$ cat src/rtl/adapter_switch_seq_pkg.sv
package adapter_switch_seq_pkg;
   // index of each protected flag inside the filter bank
   typedef enum int unsigned {
      FLG_ADP  = 0,
      FLG_VAB  = 1,
      FLG_OVP  = 2,
      FLG_OCP  = 3,
      FLG_TS   = 4,
      FLG_SOVP = 5
   } flag_idx_e;

   localparam int unsigned NUM_FLAGS = 6;

   function automatic int unsigned max_u(input int unsigned a, input int unsigned b);
      return (a > b) ? a : b;
   endfunction
endpackage

$ cat src/rtl/asym_deglitch.sv
module asym_deglitch #(
   parameter int unsigned RISE_TICKS = 4,
   parameter int unsigned FALL_TICKS = 4,
   parameter bit          INIT_VAL   = 1'b0
) (
   input  logic clk,
   input  logic rst_n,
   input  logic tick_us,
   input  logic raw,
   output logic flt
);
   import adapter_switch_seq_pkg::*;

   localparam int unsigned MAXT = max_u(RISE_TICKS, FALL_TICKS);
   localparam int unsigned CW   = (MAXT < 2) ? 1 : $clog2(MAXT + 1);
   localparam logic [CW:0] RISE_W = (CW+1)'(RISE_TICKS);
   localparam logic [CW:0] FALL_W = (CW+1)'(FALL_TICKS);

   if (RISE_TICKS < 1) begin : g_bad_rise
      $error("asym_deglitch: RISE_TICKS must be at least 1");
   end
   if (FALL_TICKS < 1) begin : g_bad_fall
      $error("asym_deglitch: FALL_TICKS must be at least 1");
   end

   logic          flt_q;
   logic [CW-1:0] cnt_q;
   logic [CW:0]   cnt_inc;
   logic [CW:0]   limit;

   assign cnt_inc = {1'b0, cnt_q} + 1'b1;
   assign limit   = flt_q ? FALL_W : RISE_W;

   if (MAXT == 1) begin : g_direct
      // single-tick settle: the raw value is taken on any tick
      always_ff @(posedge clk) begin
         if (!rst_n) begin
            flt_q <= INIT_VAL;
         end else if (tick_us) begin
            flt_q <= raw;
         end
      end
      always_ff @(posedge clk) cnt_q <= '0;
   end else begin : g_counted
      always_ff @(posedge clk) begin
         if (!rst_n) begin
            flt_q <= INIT_VAL;
            cnt_q <= '0;
         end else if (raw == flt_q) begin
            cnt_q <= '0;
         end else if (tick_us) begin
            if (cnt_inc >= limit) begin
               flt_q <= raw;
               cnt_q <= '0;
            end else begin
               cnt_q <= cnt_inc[CW-1:0];
            end
         end
      end
   end

   assign flt = flt_q;

   p_flip_on_tick_r12 : assert property (@(posedge clk) disable iff (!rst_n)
      (flt_q != $past(flt_q)) |-> $past(tick_us));

   p_flip_follows_raw_r3 : assert property (@(posedge clk) disable iff (!rst_n)
      (flt_q != $past(flt_q)) |-> (flt_q == $past(raw)));
endmodule

$ cat src/rtl/relax_timer.sv
module relax_timer #(
   parameter int unsigned RELAX_TICKS = 300000
) (
   input  logic clk,
   input  logic rst_n,
   input  logic tick_us,
   input  logic ocp_flt,
   output logic in_relax
);
   localparam int unsigned CW = (RELAX_TICKS < 2) ? 1 : $clog2(RELAX_TICKS + 1);
   localparam logic [CW-1:0] RELAX_W = CW'(RELAX_TICKS);

   if (RELAX_TICKS < 1) begin : g_bad_relax
      $error("relax_timer: RELAX_TICKS must be at least 1");
   end

   logic [CW-1:0] cnt_q;

   always_ff @(posedge clk) begin
      if (!rst_n) begin
         cnt_q <= '0;
      end else if (ocp_flt) begin
         cnt_q <= RELAX_W;
      end else if (tick_us && (cnt_q != '0)) begin
         cnt_q <= cnt_q - 1'b1;
      end
   end

   assign in_relax = ocp_flt | (cnt_q != '0);

   p_relax_after_ocp_r7 : assert property (@(posedge clk) disable iff (!rst_n)
      ocp_flt |=> in_relax);
endmodule

$ cat src/rtl/sysovp_latch.sv
module sysovp_latch (
   input  logic clk,
   input  logic rst_n,
   input  logic adp_det_raw,
   input  logic sovp_flt,
   output logic latched
);
   logic adp_prev_q;
   logic lat_q;
   logic adp_fall;

   assign adp_fall = adp_prev_q & ~adp_det_raw;

   always_ff @(posedge clk) begin
      if (!rst_n) begin
         adp_prev_q <= 1'b0;
         lat_q      <= 1'b0;
      end else begin
         adp_prev_q <= adp_det_raw;
         if (adp_fall) begin
            lat_q <= 1'b0;
         end else if (sovp_flt) begin
            lat_q <= 1'b1;
         end
      end
   end

   assign latched = lat_q;

   p_latch_sticky_r9 : assert property (@(posedge clk) disable iff (!rst_n)
      ($past(lat_q) && !$past(adp_fall)) |-> lat_q);

   p_latch_clear_r10 : assert property (@(posedge clk) disable iff (!rst_n)
      adp_fall |=> !lat_q);
endmodule

$ cat src/rtl/adapter_switch_seq.sv
module adapter_switch_seq #(
   parameter int unsigned ADP_RISE_US  = 2000,
   parameter int unsigned ADP_FALL_US  = 2,
   parameter int unsigned VAB_RISE_US  = 4000,
   parameter int unsigned VAB_FALL_US  = 100,
   parameter int unsigned OVP_RISE_US  = 100,
   parameter int unsigned OVP_FALL_US  = 3000,
   parameter int unsigned OCP_RISE_US  = 1,
   parameter int unsigned OCP_FALL_US  = 1,
   parameter int unsigned RELAX_US     = 300000,
   parameter int unsigned TS_RISE_US   = 100,
   parameter int unsigned TS_FALL_US   = 10000,
   parameter int unsigned SOVP_RISE_US = 25,
   parameter int unsigned SOVP_FALL_US = 1
) (
   input  logic clk,
   input  logic rst_n,
   input  logic tick_us,
   input  logic adp_det_raw,
   input  logic vab_raw,
   input  logic in_ovp_raw,
   input  logic in_ocp_raw,
   input  logic tshut_raw,
   input  logic sys_ovp_raw,
   output logic sw_en,
   output logic adapter_ok
);
   import adapter_switch_seq_pkg::*;

   localparam int unsigned RISE_T [NUM_FLAGS] = '{ADP_RISE_US, VAB_RISE_US, OVP_RISE_US,
                                                  OCP_RISE_US, TS_RISE_US, SOVP_RISE_US};
   localparam int unsigned FALL_T [NUM_FLAGS] = '{ADP_FALL_US, VAB_FALL_US, OVP_FALL_US,
                                                  OCP_FALL_US, TS_FALL_US, SOVP_FALL_US};

   logic [NUM_FLAGS-1:0] raw_v;
   logic [NUM_FLAGS-1:0] flt_v;
   logic                 in_relax;
   logic                 latched;

   assign raw_v[FLG_ADP]  = adp_det_raw;
   assign raw_v[FLG_VAB]  = vab_raw;
   assign raw_v[FLG_OVP]  = in_ovp_raw;
   assign raw_v[FLG_OCP]  = in_ocp_raw;
   assign raw_v[FLG_TS]   = tshut_raw;
   assign raw_v[FLG_SOVP] = sys_ovp_raw;

   for (genvar gi = 0; gi < NUM_FLAGS; gi++) begin : g_filt
      asym_deglitch #(
         .RISE_TICKS (RISE_T[gi]),
         .FALL_TICKS (FALL_T[gi]),
         .INIT_VAL   (1'b0)
      ) u_dg (
         .clk     (clk),
         .rst_n   (rst_n),
         .tick_us (tick_us),
         .raw     (raw_v[gi]),
         .flt     (flt_v[gi])
      );
   end

   relax_timer #(.RELAX_TICKS(RELAX_US)) u_relax (
      .clk      (clk),
      .rst_n    (rst_n),
      .tick_us  (tick_us),
      .ocp_flt  (flt_v[FLG_OCP]),
      .in_relax (in_relax)
   );

   sysovp_latch u_latch (
      .clk         (clk),
      .rst_n       (rst_n),
      .adp_det_raw (adp_det_raw),
      .sovp_flt    (flt_v[FLG_SOVP]),
      .latched     (latched)
   );

   assign adapter_ok = flt_v[FLG_ADP];
   assign sw_en      = flt_v[FLG_ADP] & flt_v[FLG_VAB] & ~flt_v[FLG_OVP]
                     & ~in_relax & ~flt_v[FLG_TS] & ~latched;
endmodule

$ cat config.mk
export PLATFORM = sky130hd
export DESIGN_NAME = adapter_switch_seq
export DESIGN_NICKNAME = d
export VERILOG_FILES = /design/src/rtl/adapter_switch_seq_pkg.sv /design/src/rtl/asym_deglitch.sv /design/src/rtl/relax_timer.sv /design/src/rtl/sysovp_latch.sv /design/src/rtl/adapter_switch_seq.sv
export SDC_FILE = /design/constraint.sdc
export NUM_CORES = 1
export LEC_CHECK = 0
export BUFFER_PORTS_ARGS = -buffer_cell sky130_fd_sc_hd__buf_2
export CAP_MARGIN = 5
export CELL_PAD_IN_SITES_DETAIL_PLACEMENT = 0
export CELL_PAD_IN_SITES_GLOBAL_PLACEMENT = 1
export CORE_ASPECT_RATIO = 0.6
export CORE_UTILIZATION = 30
export DETAILED_ROUTE_END_ITERATION = 10
export PLACE_DENSITY = 0.63
export SLEW_MARGIN = 15
export SYNTH_ARGS = -nofsm -noshare
export SYNTH_HDL_FRONTEND = slang
export SYNTH_HIERARCHICAL = 1
export SYNTH_SLANG_ARGS = --single-unit
export TNS_END_PERCENT = 20
$ cat constraint.sdc
create_clock -name clk -period 4 [get_ports clk]
set_input_delay 0.8 -clock clk [delete_from_list [all_inputs] [get_ports clk]]
set_output_delay 0.8 -clock clk [all_outputs]
set_load 0.02 [all_outputs]
---- Word-level counts from Yosys, hierarchy flattened ----
Index checks and enable logic that the tools add are counted.
storage, ports and cells
  register bits ........................... 81
  input bits .............................. 9
  output and inout port bits .............. 2
  logic and storage cells ................. 76
operators by class
  add/sub/neg operators ................... 6
  magnitude comparators ................... 5
  eq/ne operators ......................... 5
  multiplexer cells ....................... 12
  bitwise gates (word level) .............. 18
  reduce and logical (&&, ||, !) cells .... 15
operator list
  operator                 number
  $mux W12                 4
  $mux W19                 2
  $mux W14                 2
  $add A12 B1 Y13 const B  2
  $ge A13 B13 Y1           2
  $mux W11                 2
  $reduce_bool A19 Y1      1
  $sub A19 B1 Y19 const B  1
  $add A14 B1 Y15 const B  1
  $ge A15 B15 Y1           1
  $reduce_and A3 Y1        5
  $reduce_or A2 Y1         7
  $add A11 B1 Y12 const B  1
  $ge A12 B12 Y1           1
  $not A1 Y1               11
  $mux W5                  2
  $add A5 B1 Y6 const B    1
  $and A1 B1 Y1            6
  $ge A6 B6 Y1             1
  $eq A1 B1 Y1             5
  $reduce_bool A2 Y1       1
  $logic_and A1 B1 Y1      1
  $or A1 B1 Y1             1

---- Depth between registers and ports, before layout ----
Gate-level depths: netlist of run 1.
  depth after elaboration ................. 6
  gate-level depth with buffers ........... 14

---- Cells and area by module ----
Netlist of run 1, hierarchy kept.
modules (own cells, without submodules)
  module                           instances  cells an instance  area an instance (µm²)
  asym_deglitch at g_filt[4].u_dg  1          147                1153.6
  relax_timer                      1          131                1092.3
  asym_deglitch at g_filt[2].u_dg  1          108                972.2
  asym_deglitch at g_filt[1].u_dg  1          115                968.4
  asym_deglitch at g_filt[0].u_dg  1          104                884.6
  asym_deglitch at g_filt[5].u_dg  1          48                 422.9
  sysovp_latch                     1          6                  65.1
  asym_deglitch at g_filt[3].u_dg  1          3                  36.3
  adapter_switch_seq               1          2                  12.5

---- Worst setup path before layout of run 1 ----
Ideal clock, no wire load.
  path type ............................... reg-to-reg
  start ................................... register g_filt[2].u_dg.cnt_q[5]
  end ..................................... register g_filt[2].u_dg.cnt_q[10]
  setup time .............................. 0.122 ns
  data arrival time ....................... 2.755 ns
  path slack .............................. 1.124 ns
  cell stages (with the launch flop) ...... 13
  clock period less this slack ............ 2.876 ns
  cell sequence ........................... dfxtp_1 > and4_1 > nand4_1 > or2_2 > xnor2_1 > ha_1 > nand2_1 > or2_2 > a221oi_2 > o21a_4 > nor3_2 > buf_6 > a221o_1
between the ends
  cells in the longest elaborated chain, start to end .. 3
RTL lines
  element                 line                 source
  start, declared         asym_deglitch.sv:27  logic [CW-1:0] cnt_q;
  start signal, assigned  asym_deglitch.sv:56  cnt_q <= cnt_inc[CW-1:0];
  $add A12 B1 Y13 (*)     asym_deglitch.sv:31  assign cnt_inc = {1'b0, cnt_q} + 1'b1;
  $ge A13 B13 Y1          asym_deglitch.sv:52  if (cnt_inc >= limit) begin
  $mux W12 (*)            asym_deglitch.sv:52
Mark *: on every way between the ends. The rest lies on a longest branch, timed or not.
A chain may end at the register's enable or synchronous reset.

---- Final worst setup path of run 1 ----
  start ................................... register g_filt[4].u_dg.cnt_q[0]
  end ..................................... register g_filt[4].u_dg.cnt_q[3]
between the ends
  cells in the longest elaborated chain, start to end .. 3
RTL lines
  element                 line
  start, declared         asym_deglitch.sv:27
  start signal, assigned  asym_deglitch.sv:56
  $add A14 B1 Y15 (*)     asym_deglitch.sv:31
  $ge A15 B15 Y1          asym_deglitch.sv:52
  $mux W14 (*)            asym_deglitch.sv:52
Marks and branches as above.

==> reports/metrics.csv, run 1 <==
metric;value;unit
status;completed;
synth_async_sr_flop_share;0;
synth-seq-cells;81;
gp_congestion;0.806;
skew;0.00724;ns
setup_viol;0;
synth_top_area_share;0.289;
grt_pass1_wl;22300;µm
vdd_drop_max;0.000168;V
grt_use_total;0.145;
final_cells;904;
drive_gt1_frac;0.116;
holdPathStages;1;
placementRows;38;
synth_area_leaders;dfxtp_1 (29%), ha_1 (9.6%), nand2_1 (4.4%), xnor2_1 (4.4%), nand3_1 (4.1%);
die_x;179;µm
syn_avg_cell_area;8.45;µm²
cp.required;4.26;ns
dieArea;19300;µm²
arrival;3.88;ns
power.leakage;2.30;nW
port_buffers;10;
start_kind;register;
antenna_cells;0;
yosysUniqueCellTypes;79;
dp.cells;889;
cts_buffers;9;
synth_edf_count;0;
cts.sinks;81;
yosysTopAreaCell;dfxtp_1;
place_ws;0.441;ns
rsz0062_at_grt;no;
clk_pin_slew;0.06;ns
grt_pass1_vias;4403;
r2r-end;g_filt[4].u_dg/cnt_q[3];
dpl_cell_area;5820;µm²
hp-class;register to register;
synth_top_flop_cell;dfxtp_1;
seq_area_frac_synth;0.289;
ioPinCount;11;
syn-cell-area;5610;µm²
syn-num-nets;716;
utilization;0.335;
reg2regPathDepth;13;
p_switching;627;µW
synth_warnings;6;
root_buffer;clkbuf_16;
core_area;18200;µm²
wl;13400;µm
post-cts-setup-buffers;0;
clockBufferDepth;2;
cts_resized;0;
drt-wirelength-per-cell;14.8;µm
ant_nets;0;
cts_max_level;3;
r2r_start;g_filt[4].u_dg/cnt_q[0];
setup-tns-final;0;ns
antenna_found_initial;0;
overflow;0;
num-fill-cells;1905;
worstHoldEndpoint;u_latch/latched;
hpwlAfterDp;9710;µm
p_int;1.44;mW
yosysMostFrequentCell;dfxtp_1;
synth_cells;664;
power_frac_comb;0.191;
hold_start;u_latch/adp_prev_q;
ys_top_cells_by_count;dfxtp_1 (81), nand2_1 (66), nand3_1 (46), ha_1 (43), nor2_1 (38);
total_power;2.07;mW
maxSlewHeadroom;0.437;
p_seq_frac;0.439;
post-route-cell-area;6080;µm²
insertion_delay;0.34;ns
powerDensity;340;nW/µm²
end_kind;register;
grt_max_degree;30;
num_vias;4875;
slew_viol_final;0;
fin_nets;712;
whs;0.424;ns
drtPass1Iterations;6;
drc;0;
fmax;276;MHz
syn_to_final_growth;8.50;%
drv_cap;0;
period_share;0.905;
via_per_inst;5.39;
p_sw_frac;0.303;
worst_slack;0.381;ns
cts_tree;done;
initial_utilization;0.309;
tightest_slew;0.842;ns
rrSetupSlack;0.38;ns
drtIter0Drc;342;
fin_crit;3.62;ns
hold_viol;0;
die_h;108;µm
critPathMaxFanout;11;
holdBufCountCts;0;
path_class;register to register;
power.share.clock;0.370;
[worst max-delay path, stage by stage, from the launching register on]
cell and delay (ns):
dfxtp_1 0.47, ha_1 0.40, nand3_1 0.14, nor2_1 0.17, and3_1 0.19, xor2_1 0.23, ha_1 0.28, and4_1 0.23
o211ai_1 0.11, o211ai_1 0.15, nor3_2 0.59, buf_4 0.30, nand3_1 0.09, a31oi_1 0.17
[worst max-delay path by stage]
| stage | start | to | depth (start not counted) |
|---|---|---|---|
| 3_3_place_gp | g_filt[4].u_dg/cnt_q[0] | g_filt[4].u_dg/cnt_q[3] | 13 |
| 3_5_place_dp | g_filt[4].u_dg/cnt_q[0] | g_filt[4].u_dg/cnt_q[3] | 13 |
| 5_1_grt | g_filt[4].u_dg/cnt_q[0] | g_filt[4].u_dg/cnt_q[6] | 13 |
| 4_1_cts | g_filt[4].u_dg/cnt_q[0] | g_filt[4].u_dg/cnt_q[3] | 13 |
| 2_1_floorplan | g_filt[2].u_dg/cnt_q[5] | g_filt[2].u_dg/cnt_q[10] | 12 |
| 6_report | g_filt[4].u_dg/cnt_q[0] | g_filt[4].u_dg/cnt_q[3] | 13 |
[state kept, by name, indices dropped and copies added (netlist names)]
signal and cells:
g_filt.u_dg/cnt_q 54, g_filt.u_dg/flt 6, u_latch/adp_prev_q 1, u_latch/latched 1, u_relax/cnt_q 19
[metal layers]
layer | routed length (µm) | vias to the layer above | track usage
li1 | - | 2484 | -
met1 | 7400 | 2301 | 0.221
met2 | 5360 | 78 | 0.201
met3 | 458 | 12 | 0.0318
met4 | 125 | 0 | 0.0345
met5 | 0 | - | 0
[kinds of logic after synthesis]
kind of cell	Yosys count	synth area share
xor+xnor	39	0.0609
compound gates	147	0.198
fa+ha+maj	43	0.0959
mux	13	0.0237
flops	81	0.289
buf+inv	51	0.0453
simple gates	290	0.287
[area by class of cell]
type	instances	area, µm²	area share
Clock buffer	12	246	0.0405
Tap cell	240	300	0.0494
Sequential cell	81	1620	0.267
Inverter	21	78.8	0.0130
Timing Repair Buffer	15	87.6	0.0144
Multi-Input combinational cell	532	3730	0.613
Clock inverter	3	17.5	0.00288
[placed cells by master (no fill, tap or decap), drive strengths merged, types with 11 or more instances in the layout]
| cell type | synthesis | layout |
|---|---|---|
| a31oi | 17 | 17 |
| xnor2 | 28 | 28 |
| xor2 | 11 | 11 |
| inv | 21 | 21 |
| or2 | 13 | 13 |
| nand3 | 49 | 49 |
| nand4 | 21 | 21 |
| o21ai | 16 | 16 |
| clkbuf | 10 | 12 |
| nor4 | 11 | 11 |
| dfxtp | 81 | 81 |
| nor3 | 14 | 14 |
| nor2 | 38 | 38 |
| mux2i | 11 | 11 |
| buf | 20 | 15 |
| ha | 43 | 43 |
| nand2 | 66 | 66 |
| a22o | 17 | 17 |
| and3 | 13 | 13 |
| a21oi | 30 | 30 |
| nand2b | 14 | 14 |
[power by group through the flow]
stage          sequential [mW]  combinational, mW  clock, mW
6_report                 0.908              0.395      0.765
5_1_grt                  0.916              0.439      0.829
4_1_cts                  0.906              0.391      0.794
3_5_place_dp             0.924              0.389          0
3_3_place_gp             0.921              0.386          0
2_1_floorplan            0.907              0.295          0
Note: power is estimated with default switching activity, not from simulation.
==> run 2: changes to the inputs <==
==> constraint.sdc (replaced) <==
create_clock -name clk -period 4.5 [get_ports clk]
set_input_delay 0.9 -clock clk [delete_from_list [all_inputs] [get_ports clk]]
set_output_delay 0.9 -clock clk [all_outputs]
set_load 0.02 [all_outputs]
==> run 2 against run 1 <==
  * First-iteration DRC count increased by 27%
  * Die area unchanged
  * Sequential cell count unchanged
  * Setup slack improved by 0.51 ns
  * Count of clock-buffer cells in the layout increased by 2
  * Register-to-register slack improved by 0.55 ns
  * Clock skew about the same
  * Non-clock buffer count decreased by 2
  * Wire length decreased by 0.60%
  * Sequential share of layout area decreased by 0.20 points
  * Via count decreased by 0.39%
  * Clock power increased by 6.1%
  * Critical endpoint is now sw_en
==> reports/metrics.csv, run 2 (synthesis gave the netlist of run 1 again) <==
metric;value;unit
die_h;108;µm
power.share.clock;0.413;
rrSetupSlack;0.93;ns
insertion_delay;0.34;ns
hold_start;u_latch/adp_prev_q;
core_area;18200;µm²
status;completed;
ant_nets;0;
critical_path.slowest_cell;nor4b_1;
gp_congestion;0.812;
p_seq_frac;0.410;
num_vias;4856;
final_cell_mix;dfxtp_1 (81), nand2_1 (66), nand3_1 (46);
powerDensity;321;nW/µm²
syn_to_final_growth;9.30;%
overflow;0;
p_sw_frac;0.284;
drive_gt1_frac;0.113;
post-cts-setup-buffers;0;
slew_viol_final;0;
final_cells;903;
dpl_cell_area;5810;µm²
rsz0062_at_grt;no;
layout_commonest_cell;dfxtp_1;
whs;0.420;ns
critPathMaxFanout;5;
drc;0;
placementRows;38;
cts_buffers;9;
grt_max_degree;36;
period_share;0.801;
grt_pass1_wl;22700;µm
grt_use_total;0.148;
cts_max_level;3;
critPathMaxStageDelay;0.61;ns
r2r-end;g_filt[4].u_dg/cnt_q[3];
port_buffers;10;
clockBufferDepth;2;
holdBufCountCts;0;
power.leakage;2.32;nW
worstHoldEndpoint;u_latch/latched;
cts.sinks;81;
end_kind;primary output;
clk_pin_slew;0.06;ns
drtPass1Iterations;5;
antenna_found_initial;0;
wl;13300;µm
maxSlewHeadroom;0.352;
setup_viol;0;
fin_crit;3.61;ns
hpwlAfterDp;9650;µm
start_kind;register;
antenna_cells;0;
dp.cells;887;
setup-tns-final;0;ns
largest_register_ffs;54;
hp-class;register to register;
root_buffer;clkbuf_16;
path_class;register to primary output;
drv_cap;0;
fin_nets;710;
hold_viol;0;
cp.required;3.60;ns
dieArea;19300;µm²
top_register;g_filt.u_dg/cnt_q;
p_switching;559;µW
cts_resized;0;
die_x;179;µm
drt-wirelength-per-cell;14.7;µm
grt_pass1_vias;4406;
arrival;2.71;ns
skew;0.00727;ns
r2r_start;g_filt[4].u_dg/cnt_q[0];
initial_utilization;0.309;
utilization;0.337;
drtIter0Drc;436;
via_per_inst;5.38;
holdPathStages;1;
vdd_drop_max;0.000226;V
ioPinCount;11;
crit_chain;inv_1 > ha_1 > nor4b_1 > nand2_1 > nand4b_1 > nor4_1 > and3_1 > buf_2;
cts_tree;done;
fmax;277;MHz
power_frac_comb;0.177;
reg2regPathDepth;13;
tightest_slew;0.971;ns
post-route-cell-area;6130;µm²
p_int;1.41;mW
==> run 2: changes by cell type in the layout (fill, tap and decap cells not counted) <==
cell,before,now
clkinv_2,2,0
clkinvlp_4,1,0
buf_4,5,3
bufinv_16,0,2
clkbuf_1,2,3
clkbuf_8,1,2
==> run 2: metal layers <==
layer | track usage | wire, µm | vias to the layer above | part of all wire
met4 | 0.0260 | 83 | 0 | 0.0063
li1 | - | - | 2479 | -
met3 | 0.0360 | 510 | 8 | 0.038
met2 | 0.206 | 5400 | 59 | 0.41
met5 | 0 | 0 | - | 0
met1 | 0.226 | 7280 | 2310 | 0.55
==> run 2: power groups by stage <==
stage                     registers [mW]  logic [mW]  clock network (mW)
after detailed placement           0.821       0.343                   0
after global placement             0.819       0.339                   0
after floorplan                    0.806       0.262                   0
after CTS                          0.805       0.346               0.837
after global routing               0.815       0.390               0.869
final                              0.807       0.348               0.812
==> run 2: layout make-up <==
type	count	area (µm²)
fillers	1894	12000
multi-input cells	532	3730
flip-flops and latches	81	1620
well taps	240	300
clock buffers	14	264
inverters	21	78.8
repair buffers	13	72.6
clock inverters	2	60.1
==> run 2: worst max-delay path by stage <==
stage	start	to	cells after the start	slack [ns]
after floorplan	g_filt[2].u_dg/cnt_q[5]	g_filt[2].u_dg/cnt_q[10]	12	1.62
after CTS	u_relax/cnt_q[8]	sw_en	6	0.86
after detailed placement	g_filt[4].u_dg/cnt_q[0]	g_filt[4].u_dg/cnt_q[3]	13	1.01
final	u_relax/cnt_q[0]	sw_en	8	0.89
after global routing	u_relax/cnt_q[0]	sw_en	8	0.56
after global placement	g_filt[4].u_dg/cnt_q[0]	g_filt[4].u_dg/cnt_q[3]	13	1.15
==> run 2: worst max-delay path, delay by kind of cell, from the launching register on <==
family,cells,cell delay [ns]
adders and majority gates,1,0.16
and+or+nand+nor,5,1.58
buffers and inverters,2,0.27
DFF,1,0.34
==> run 2: through the flow <==
stage / setup slack [ns] / power [mW]
final: 0.894 / 1.97
after global routing: 0.561 / 2.07
after CTS: 0.862 / 1.99
after detailed placement: 1.01 / 1.16
after global placement: 1.15 / 1.16
after floorplan: 1.62 / 1.07
